===== src/rtl/rtc_serial_port.sv =====
module rtc_serial_port #(
  parameter int FRAME_W = 52
) (
  input  logic               clk,
  input  logic               rst_n,
  input  logic               sel,
  input  logic               dir,
  input  logic               sclk,
  input  logic               sdi,
  output logic               sdo,
  output logic               sdo_oe,
  input  logic [FRAME_W-1:0] snap_in,
  output logic [FRAME_W-1:0] load_data,
  output logic               load_pulse,
  output logic               carry_hold,
  output logic               div_clear,
  output logic               full_read,
  output logic               test_clr
);

  localparam int CW = $clog2(FRAME_W + 1);
  localparam logic [CW-1:0] LAST = CW'(FRAME_W - 1);
  localparam logic [CW-1:0] FULL = CW'(FRAME_W);
  localparam logic [CW-1:0] ONE  = CW'(1);

  logic               sclk_q, sel_q;
  logic [CW-1:0]      pos;
  logic [FRAME_W-1:0] shreg;
  logic               rise, fall, more;

  assign rise      = sel & sclk & ~sclk_q;
  assign fall      = sel & ~sclk & sclk_q;
  assign more      = pos < FULL;
  assign sdo_oe    = sel & ~dir;
  assign sdo       = sdo_oe & shreg[0];
  assign load_data = shreg;
  assign test_clr  = sel_q & ~sel;

  always_ff @(posedge clk or negedge rst_n) begin
    if (!rst_n) begin
      sclk_q     <= 1'b0;
      sel_q      <= 1'b0;
      pos        <= '0;
      shreg      <= '0;
      load_pulse <= 1'b0;
      full_read  <= 1'b0;
      carry_hold <= 1'b0;
      div_clear  <= 1'b0;
    end else begin
      sclk_q     <= sclk;
      sel_q      <= sel;
      load_pulse <= 1'b0;
      full_read  <= 1'b0;
      if (!sel) begin
        pos        <= '0;
        carry_hold <= 1'b0;
        div_clear  <= 1'b0;
      end else if (dir) begin
        if (rise && more) begin
          shreg <= {sdi, shreg[FRAME_W-1:1]};
          pos   <= pos + ONE;
          if (pos == LAST) load_pulse <= 1'b1;
          if (pos == ONE)  div_clear  <= 1'b0;
        end
        if (fall && pos == ONE && !carry_hold) begin
          carry_hold <= 1'b1;
          div_clear  <= 1'b1;
        end
      end else if (rise && more) begin
        pos <= pos + ONE;
        if (pos == '0) shreg <= snap_in;
        else           shreg <= shreg >> 1;
        if (pos == LAST) full_read <= 1'b1;
      end
    end
  end


  deselect_clears_pos_chk: assert property (@(posedge clk) disable iff (!rst_n)
    !sel |=> (pos == '0));


  deselect_no_hold_chk: assert property (@(posedge clk) disable iff (!rst_n)
    !sel |=> (!carry_hold && !div_clear));


  pos_bound_chk: assert property (@(posedge clk) disable iff (!rst_n)
    pos <= FULL);


  read_saturate_chk: assert property (@(posedge clk) disable iff (!rst_n)
    (sel && !dir && $past(sel && !dir && pos == FULL)) |-> $stable(sdo));


  full_read_mode_chk: assert property (@(posedge clk) disable iff (!rst_n)
    full_read |-> $past(sel && !dir && rise));


  load_at_end_chk: assert property (@(posedge clk) disable iff (!rst_n)
    load_pulse |-> (pos == FULL));


  div_within_hold_chk: assert property (@(posedge clk) disable iff (!rst_n)
    div_clear |-> carry_hold);


  hold_only_writing_chk: assert property (@(posedge clk) disable iff (!rst_n)
    $rose(carry_hold) |-> $past(sel && dir));

endmodule


===== config.mk =====
export PLATFORM = sky130hd
export DESIGN_NAME = rtc_serial_port
export DESIGN_NICKNAME = d
export VERILOG_FILES = /design/src/rtl/rtc_serial_port.sv
export SDC_FILE = /design/constraint.sdc
export NUM_CORES = 1
export LEC_CHECK = 0
export BUFFER_PORTS_ARGS = -buffer_cell sky130_fd_sc_hd__buf_2
export CAP_MARGIN = 20
export CORE_MARGIN = 2
export CORE_UTILIZATION = 50
export DETAILED_ROUTE_END_ITERATION = 8
export PLACE_DENSITY = 0.83
export SETUP_SLACK_MARGIN = 0.5
export SYNTH_ARGS = -nofsm -noshare
export SYNTH_HDL_FRONTEND = slang
export SYNTH_SLANG_ARGS = --single-unit

===== constraint.sdc =====
create_clock -name clk -period 2.3 [get_ports clk]
set_clock_uncertainty 0.2 [all_clocks]
set_input_delay 0.23 -clock clk [delete_from_list [all_inputs] [get_ports clk]]
set_output_delay 0.23 -clock clk [all_outputs]
set_load 0.005 [all_outputs]

After elaboration in Yosys (flattened, before gate mapping)

Cells that the tools add are included.
W data, S select, Z words.

Add/subtract/negate cells: 1
Magnitude comparators: 1
Equal/unequal tests: 7
Mux-type cells: 20
Bitwise operators: 11
Reduce and logical (&&, ||, !) cells: 8

Operators by type and width:

| operator              | count |
|---|---|
| $mux W52              | 4 |
| $mux W1               | 14 |
| $mux W6               | 2 |
| $and A1 B1 Y1         | 7 |
| $add A6 B1 Y6 const B | 1 |
| $eq A6 B1 Y1 const B  | 1 |
| $eq A6 B6 Y1 const B  | 1 |
| $logic_not A6 Y1      | 1 |
| $lt A6 B6 Y1 const B  | 1 |
| $ne A2 B1 Y1 const B  | 3 |
| $ne A3 B1 Y1 const B  | 2 |
| $not A1 Y1            | 4 |
| $reduce_and A2 Y1     | 2 |
| $logic_and A1 B1 Y1   | 3 |
| $reduce_and A3 Y1     | 1 |
| $logic_not A1 Y1      | 1 |

Register bits: 64
Input bits: 58
Word-level logic and storage cells: 56

Depth between registers and ports, before layout

Gate-level depths: netlist (run 1).

Depth in word-level cells: 8
Gate-level depth with buffers: 7
Depth with buffers taken out: 5

Worst setup path after synthesis (run 1)

OpenSTA, ideal clock, no wires.

Path type: flip-flop to flip-flop
From: register pos[3]
To: register shreg[0] (netlist: load_data[0])
Setup time: 141 ps
Arrival time: 1490 ps
Required time: 1959 ps
Setup slack: 469 ps
Stages on the path, launching flop included: 7
Path buffers: 3
Path through: dfrtp_1 -> buf_6 -> or4_1 -> buf_6 -> buf_6 -> o21ai_1 -> a31oi_1

Cells in the longest elaborated chain, start to end: 4
Elaborated cells between the ends (all ways): 7

RTL lines:

| item                                                 | RTL line | source |
|---|---|---|
| start, declared                                      | 27       | `logic [CW-1:0] pos;` |
| start signal, assigned                               | 61       | `pos <= pos + ONE;` |
| start signal, assigned                               | 70       | `pos <= pos + ONE;` |
| branches (longest 4 deep; another with $lt A6 B6 Y1) | n/a      |  |
| end signal, assigned                                 | 60       | `shreg <= {sdi, shreg[FRAME_W-1:1]};` |
| end signal, assigned                                 | 71       | `if (pos == '0) shreg <= snap_in;` |
| end signal, assigned                                 | 72       | `else shreg <= shreg >> 1;` |
| end, declared                                        | 28       | `logic [FRAME_W-1:0] shreg;` |

Several ways; the timed one is not identified. The select of a mux whose other input is x is not followed.
A chain may end at the register's enable or synchronous reset.

Worst setup path after layout (run 1)

From: register pos[2]
To: register shreg[14] (netlist: load_data[14])

The elaborated chain is that of the path after synthesis.

==> results of run 1 <==
## metal layers
| layer | up-vias | global-route usage | share of wire |
|---|---|---|---|
| met4 | 0 | 0.117 | 0.022 |
| met3 | 28 | 0.0457 | 0.086 |
| met2 | 270 | 0.492 | 0.50 |
| met5 | - | 0 | 0 |
| met1 | 1801 | 0.390 | 0.39 |
| li1 | 1708 | - | - |
## logic make-up (layout without fill, tap and decap cells)
family,Yosys count,after routing
flops,64,64
mux,2,2
fa+ha+maj,3,3
compound gates,164,164
buf+inv,47,217
simple gates,85,86
## sequential cells by signal (all words and copies together) (netlist names)
signal,count
full_read,1
carry_hold,1
div_clear,1
pos,6
load_pulse,1
sel_q,1
load_data,52
sclk_q,1
## timing repair
action,CTS,global route
pin swaps,1,8
resized for setup,8,29
endpoints found under the setup margin,38,56
setup buffers,3,5
endpoints found under the hold margin,74,0
hold buffers,57,0
cloned,1,4
## per-stage QoR
step                setup WS (ns)   util
floorplan                   0.489      -
global placement            0.366  0.615
detailed placement          0.289  0.615
CTS                         0.479  0.746
global route                0.412  0.781
finish                      0.436  0.781
## final timing paths
path                                 end  slack, ns
setup / recovery           load_data[14]       0.44
hold / removal                load_pulse       0.04
setup reg to reg           load_data[14]       0.44
min in group asynchronous  load_data[12]       0.18
max in group asynchronous         pos[5]       1.01
hold reg to reg               carry_hold       0.33
## critical path, cell delays in order, from the launching register on
cell and delay [ns]:
sky130_fd_sc_hd__dfrtp_1 0.43, sky130_fd_sc_hd__or4_4 0.65, sky130_fd_sc_hd__buf_8 0.19, sky130_fd_sc_hd__o21ai_1 0.15, sky130_fd_sc_hd__a31oi_1 0.13
## power groups by stage
stage	registers [W]	clock network, W	logic [W]
2_1_floorplan	0.00152	0	0.000386
3_3_place_gp	0.00152	0	0.000760
3_5_place_dp	0.00153	0	0.000788
4_1_cts	0.00152	0.00102	0.000869
5_1_grt	0.00156	0.00107	0.00103
6_report	0.00154	0.00101	0.000935
## cells in the final DEF, fill, tap and decap left out, drive strengths merged, types with 3 or more instances in the layout
cell type / instances
buf: 139
dfrtp: 64
nand3: 57
dlygate4sd3: 57
o21ai: 53
a21oi: 52
a31oi: 52
clkbuf: 15
nand2: 8
nor2b: 5
inv: 3
nor4: 3
ha: 3
## final cells by class
cell class,count,area [um^2],share of cell area
multi-input cells,255,1550,0.313
clock inverters,3,40.0,0.00808
well taps,77,96.3,0.0194
repair buffers,199,1490,0.301
flip-flops and latches,64,1600,0.324
inverters,3,11.3,0.00227
clock buffers,12,165,0.0333
==> run_results.csv, run 1 <==
group,metric,value,unit
global_route,track_usage,0.296,
pwr,power.share.sequential,0.442,
logic_synthesis,synth_simple_gate_area_frac,0.144,
min_path,hold_path.startpoint,"sel",
logic_synthesis,synth.top_cells.by_area,"sky130_fd_sc_hd__dfrtp_1 49%, sky130_fd_sc_hd__a31oi_1 9.9%, sky130_fd_sc_hd__nand3_1 8.7%, sky130_fd_sc_hd__a21oi_1 7.9%, sky130_fd_sc_hd__o21ai_1 7.6%",
logic_synthesis,synth_compound_area_frac,0.277,
sta,finalHoldViolCount,0,
logic_synthesis,synthesis.area,3280,um^2
critical_path,startpoint,"pos[2]",
place,dpl-instance-area,3910,um^2
pwr,max-vdd-ir-drop,452,uV
critical_path,cp_data_required_time,2.31,ns
sta,relSlewSlack,0.681,
detailed_routing,avgRoutedWirePerCell,18.7,um
critical_path,setup.worst_path.end_class,"flip-flop",
logic_synthesis,yosysWarningCount,0,
logic_synthesis,synthesis.area_per_instance,8.99,um^2
layout,post_layout_net_count,593,
floorplanning,placeableCoreArea,6350,um^2
floorplanning,floorplan.initialDensity,0.517,
pwr,share_clk_of_total_power,0.290,
clock_tree,path_clk_slew,0.07,ns
critical_path,timing.reg2reg.worst_path_depth,4,
critical_path,worstPathArrival,1.87,ns
detailed_routing,totalWireLength,11500,um
place,place.port_buffers,116,
critical_path,worstSetupPathType,"flip-flop to flip-flop",
pwr,power_density,704,nW/um^2
sta,timing.setup.tns,0,ns
detailed_routing,drc,0,
floorplanning,top_level_ports,117,
detailed_routing,vias_per_cell,6.21,
logic_synthesis,netlist.area_leader.share,0.488,
pwr,combinationalPowerShare,0.268,
logic_synthesis,synth_nets,426,
place,gp_congestion,0.820,
detailed_routing,initialDrtViolationCount,312,
layout,areaGrowthSynthToFinish,51.0,%
global_route,global_route.overflow_total,0,
logic_synthesis,yosys-mux-area-fraction,0.00610,
sta,grt_setup_unrepaired,"true",
clock_tree,cts_root_buffer,"sky130_fd_sc_hd__clkbuf_8",
logic_synthesis,synth-seq-cells,64,
sta,layout_min_cycle_time,1.86,ns
sta,max_clock_freq,536,MHz
clock_tree,tritoncts.num_buffers,9,
pwr,total_leakage_power,2.20,nW
flow_run,timing.max_cap.violations,0,
layout,final.fill_count,411,
critical_path,cp_max_fo,8,
logic_synthesis,synth-xor-area-share,0,
logic_synthesis,synth_enable_flop_cells,0,
logic_synthesis,yosys.area.top_type,"sky130_fd_sc_hd__dfrtp_1",
logic_synthesis,yosys.cell_types.count,34,
sta,setup-violations-final,0,
outcome,status,"completed",
logic_synthesis,synth_most_common_cell,"sky130_fd_sc_hd__dfrtp_1",
logic_synthesis,post_synthesis_share_of_cell_area_spent_on_full_adders_half_adders_and_majority_gates,0.0114,
critical_path,startpoint_of_the_worst_register_to_register_path,"pos[2]",
clock_tree,clk_path_buf_depth,2,
logic_synthesis,synthArstFlopShare,1.00,
logic_synthesis,synth_top_family_by_area,"compound AO/OA/AOI/OAI gates",
pwr,net-switching-power,0.00109,W
pwr,total_power,0.00349,W
floorplanning,die_w,85.0,um
sta,slew_viol_final,0,
floorplanning,die_area,7230,um^2
logic_synthesis,synth-seq-area-share,0.488,
place,numPlacedInstances,528,
detailed_routing,ant_nets,0,
min_path,holdCritPathClass,"input pin to flip-flop",
sta,final_min_period_over_clock_period,0.811,
layout,n_antenna_cell,0,
detailed_routing,vias,3807,
sta,timing.hold.ws,0.0357,ns
pwr,switching_share,0.311,
floorplanning,rows,29,
layout,layout.cells.non_filler,613,
place,dp_hpwl,5890,um
sta,max_slew.worst_pin.slew,0.478,ns
logic_synthesis,syn_inst,365,
floorplanning,die_y,85.0,um
detailed_routing,detail_route.first_pass.iterations,6,
pwr,internal-power,0.00240,W
layout,layout.cell_area.non_filler,4960,um^2
global_route,via_count_of_the_first_global_routing_pass,3639,
clock_tree,cts.sink_count,64,
global_route,antenna_found_initial,0,
min_path,whs_path_depth,3,
clock_tree,clock_tree_from_tritoncts,"built",
clock_tree,h-tree-depth,3,
logic_synthesis,dominantRegCellSynth,"sky130_fd_sc_hd__dfrtp_1",
global_route,grt_start_max_net_pins,57,
layout,drive_gt1_frac,0.338,
critical_path,kind_of_start_point_of_the_critical_path,"flip-flop",
clock_tree,insertion_delay,0.35,ns
logic_synthesis,synth_top_cells_by_count,"64 x sky130_fd_sc_hd__dfrtp_1, 57 x sky130_fd_sc_hd__nand3_1, 52 x sky130_fd_sc_hd__a21oi_1, 52 x sky130_fd_sc_hd__a31oi_1, 50 x sky130_fd_sc_hd__o21ai_1",
global_route,grt_first_pass_wirelength,17200,um
Note: power is estimated with default switching activity, not from simulation.
==> run 2, diff against run 1 <==
--- a/config.mk
+++ b/config.mk
@@ -8,9 +8,9 @@
 export BUFFER_PORTS_ARGS = -buffer_cell sky130_fd_sc_hd__buf_2
 export CAP_MARGIN = 20
 export CORE_MARGIN = 2
-export CORE_UTILIZATION = 50
+export CORE_UTILIZATION = 45
 export DETAILED_ROUTE_END_ITERATION = 8
-export PLACE_DENSITY = 0.83
+export PLACE_DENSITY = 0.79
 export SETUP_SLACK_MARGIN = 0.5
 export SYNTH_ARGS = -nofsm -noshare
 export SYNTH_HDL_FRONTEND = slang
==> constraint.sdc (replaced) <==
create_clock -name clk -period 1.57 [get_ports clk]
set_clock_uncertainty 0.2 [all_clocks]
set_input_delay 0.157 -clock clk [delete_from_list [all_inputs] [get_ports clk]]
set_output_delay 0.157 -clock clk [all_outputs]
set_load 0.005 [all_outputs]
==> run 2 against run 1 <==
- design area is 26% higher
- first-iteration DRC count is 46% higher
- die area is 11% higher
- worst setup slack worse by 0.92 ns
- the flow now finishes with violations (setup timing)
- global-route usage is 2.4 points higher
==> run_results.csv, run 2 (synthesis gave the netlist of run 1 again) <==
group,metric,value,unit
outcome,status,"finished with violations",
outcome,violated_checks,"setup timing",
min_path,hold_path.startpoint,"sel",
critical_path,worstSetupPathType,"flip-flop to flip-flop",
sta,setup-violations-final,60,
layout,post_layout_net_count,683,
critical_path,worstPathArrival,2.07,ns
detailed_routing,avgRoutedWirePerCell,23.6,um
critical_path,setup.worst_path.end_class,"flip-flop",
layout,layout.cells.non_filler,726,
detailed_routing,totalWireLength,17100,um
layout,areaGrowthSynthToFinish,89.7,%
pwr,power_density,981,nW/um^2
clock_tree,clock_tree_from_tritoncts,"built",
sta,timing.setup.tns,-17.70,ns
global_route,grt_start_max_net_pins,65,
clock_tree,cts_root_buffer,"sky130_fd_sc_hd__clkbuf_8",
sta,max_clock_freq,487,MHz
floorplanning,top_level_ports,117,
place,gp_congestion,0.847,
sta,finalHoldViolCount,0,
critical_path,startpoint_of_the_worst_register_to_register_path,"pos[5]",
layout,drive_gt1_frac,0.486,
floorplanning,rows,31,
sta,relSlewSlack,0.765,
detailed_routing,vias,4625,
sta,grt_setup_unrepaired,"true",
place,numPlacedInstances,562,
layout,layout.cell_area.non_filler,6230,um^2
critical_path,kind_of_start_point_of_the_critical_path,"flip-flop",
place,dpl-instance-area,4100,um^2
detailed_routing,ant_nets,0,
floorplanning,die_y,89.4,um
clock_tree,tritoncts.num_buffers,9,
global_route,via_count_of_the_first_global_routing_pass,3983,
critical_path,crit-reg2reg-capture,"load_data[35]",
layout,layout.cells.most_common_list,"116 x sky130_fd_sc_hd__buf_2, 74 x sky130_fd_sc_hd__buf_4, 64 x sky130_fd_sc_hd__dfrtp_1, 57 x sky130_fd_sc_hd__dlygate4sd3_1, 52 x sky130_fd_sc_hd__a21oi_1",
floorplanning,floorplan.initialDensity,0.458,
critical_path,cp_data_required_time,1.59,ns
flow_run,timing.max_cap.violations,0,
pwr,max-vdd-ir-drop,807,uV
detailed_routing,vias_per_cell,6.37,
pwr,total_leakage_power,2.83,nW
layout,final_common_cell,"sky130_fd_sc_hd__buf_2",
place,dp_hpwl,6170,um
critical_path,cp_max_fo,16,
sta,max_slew.worst_pin.slew,0.352,ns
layout,n_antenna_cell,0,
clock_tree,clk_path_buf_depth,2,
detailed_routing,detail_route.first_pass.iterations,5,
min_path,holdCritPathClass,"input pin to flip-flop",
sta,slew_viol_final,0,
sta,postLayoutSetupSlackWorst,-0.482,ns
place,place.port_buffers,116,
clock_tree,insertion_delay,0.37,ns
global_route,track_usage,0.320,
layout,final.fill_count,316,
floorplanning,die_w,89.4,um
global_route,global_route.overflow_total,0,
floorplanning,die_area,8000,um^2
clock_tree,h-tree-depth,3,
global_route,antenna_found_initial,0,
sta,final_min_period_over_clock_period,1.31,
detailed_routing,drc,0,
critical_path,timing.reg2reg.worst_path_depth,4,
clock_tree,cts.sink_count,64,
detailed_routing,initialDrtViolationCount,455,
clock_tree,path_clk_slew,0.08,ns
floorplanning,placeableCoreArea,7180,um^2
min_path,whs_endpoint,"div_clear",
critical_path,ff2ff_setup_slack,-0.48,ns
sta,timing.hold.ws,0.0873,ns
min_path,whs_path_depth,3,
layout,largest_register_ffs,52,
sta,layout_min_cycle_time,2.05,ns
global_route,grt_first_pass_wirelength,19500,um
-- run 2: changes by cell type in the layout (fill, tap and decap cells not counted), sizes merged --
cell,change
buf,+80
bufbuf,+5
bufinv,+1
clkinv,-1
clkbuf,+6
-- run 2: area by class of cell --
cell class                 instances  area, um^2  share of cell area
timing repair buffer             289        2540               0.407
multi-input combinational        255        1740               0.280
sequential                        64        1600               0.257
clock buffer                      13         149              0.0239
tap                               99         124              0.0199
clock inverter                     3        65.1              0.0104
inverter                           3        11.3             0.00181
-- run 2: report_power, final --
part,total [W],switching [W],internal (W),leakage (nW)
sequential,0.00220,0.000239,0.00196,0.732
clock,0.00164,0.000705,0.000939,0.108
combinational,0.00227,0.00105,0.00122,1.99
total,0.00611,0.00199,0.00412,2.83
-- run 2: per-layer routing --
layer,part of all wire,track usage,vias up
met3,0.097,0.0757,139
met5,0,0,-
met2,0.48,0.541,430
met1,0.34,0.383,2159
li1,-,-,1897
met4,0.081,0.152,0
-- run 2: timing repair --
item                       in CTS  in global routing
pin swaps                       6                 26
hold buffers                   57                  0
cloned                          7                 11
resized for setup              26                 56
setup buffers                  43                 30
setup endpoints to repair     120                120
hold endpoints to repair      122                  0
-- run 2: how the worst max path moves through the flow --
stage / startpoint / end / slack [ns]
3_5_place_dp: pos[2] / load_data[33] / -0.18
3_3_place_gp: pos[2] / load_data[31] / -0.15
6_report: pos[5] / load_data[35] / -0.48
5_1_grt: pos[4] / load_data[35] / -0.51
2_1_floorplan: pos[2] / load_data[0] / -0.24
4_1_cts: pos[2] / load_data[34] / -0.20
-- run 2: critical path: stages, from the launching register on --
cell                        delay, ns
sky130_fd_sc_hd__dfrtp_1         0.43
sky130_fd_sc_hd__or4_4           0.66
sky130_fd_sc_hd__clkbuf_16       0.23
sky130_fd_sc_hd__o21ai_1         0.23
sky130_fd_sc_hd__a31oi_1         0.16
-- run 2: stage by stage --
stage / utilization / power [W] / worst slack (ns)
detailed placement: 0.572 / 0.00343 / -0.177
global route: 0.868 / 0.00633 / -0.508
CTS: 0.772 / 0.00550 / -0.201
floorplan: - / 0.00280 / -0.239
global placement: 0.572 / 0.00338 / -0.148
finish: 0.868 / 0.00611 / -0.482
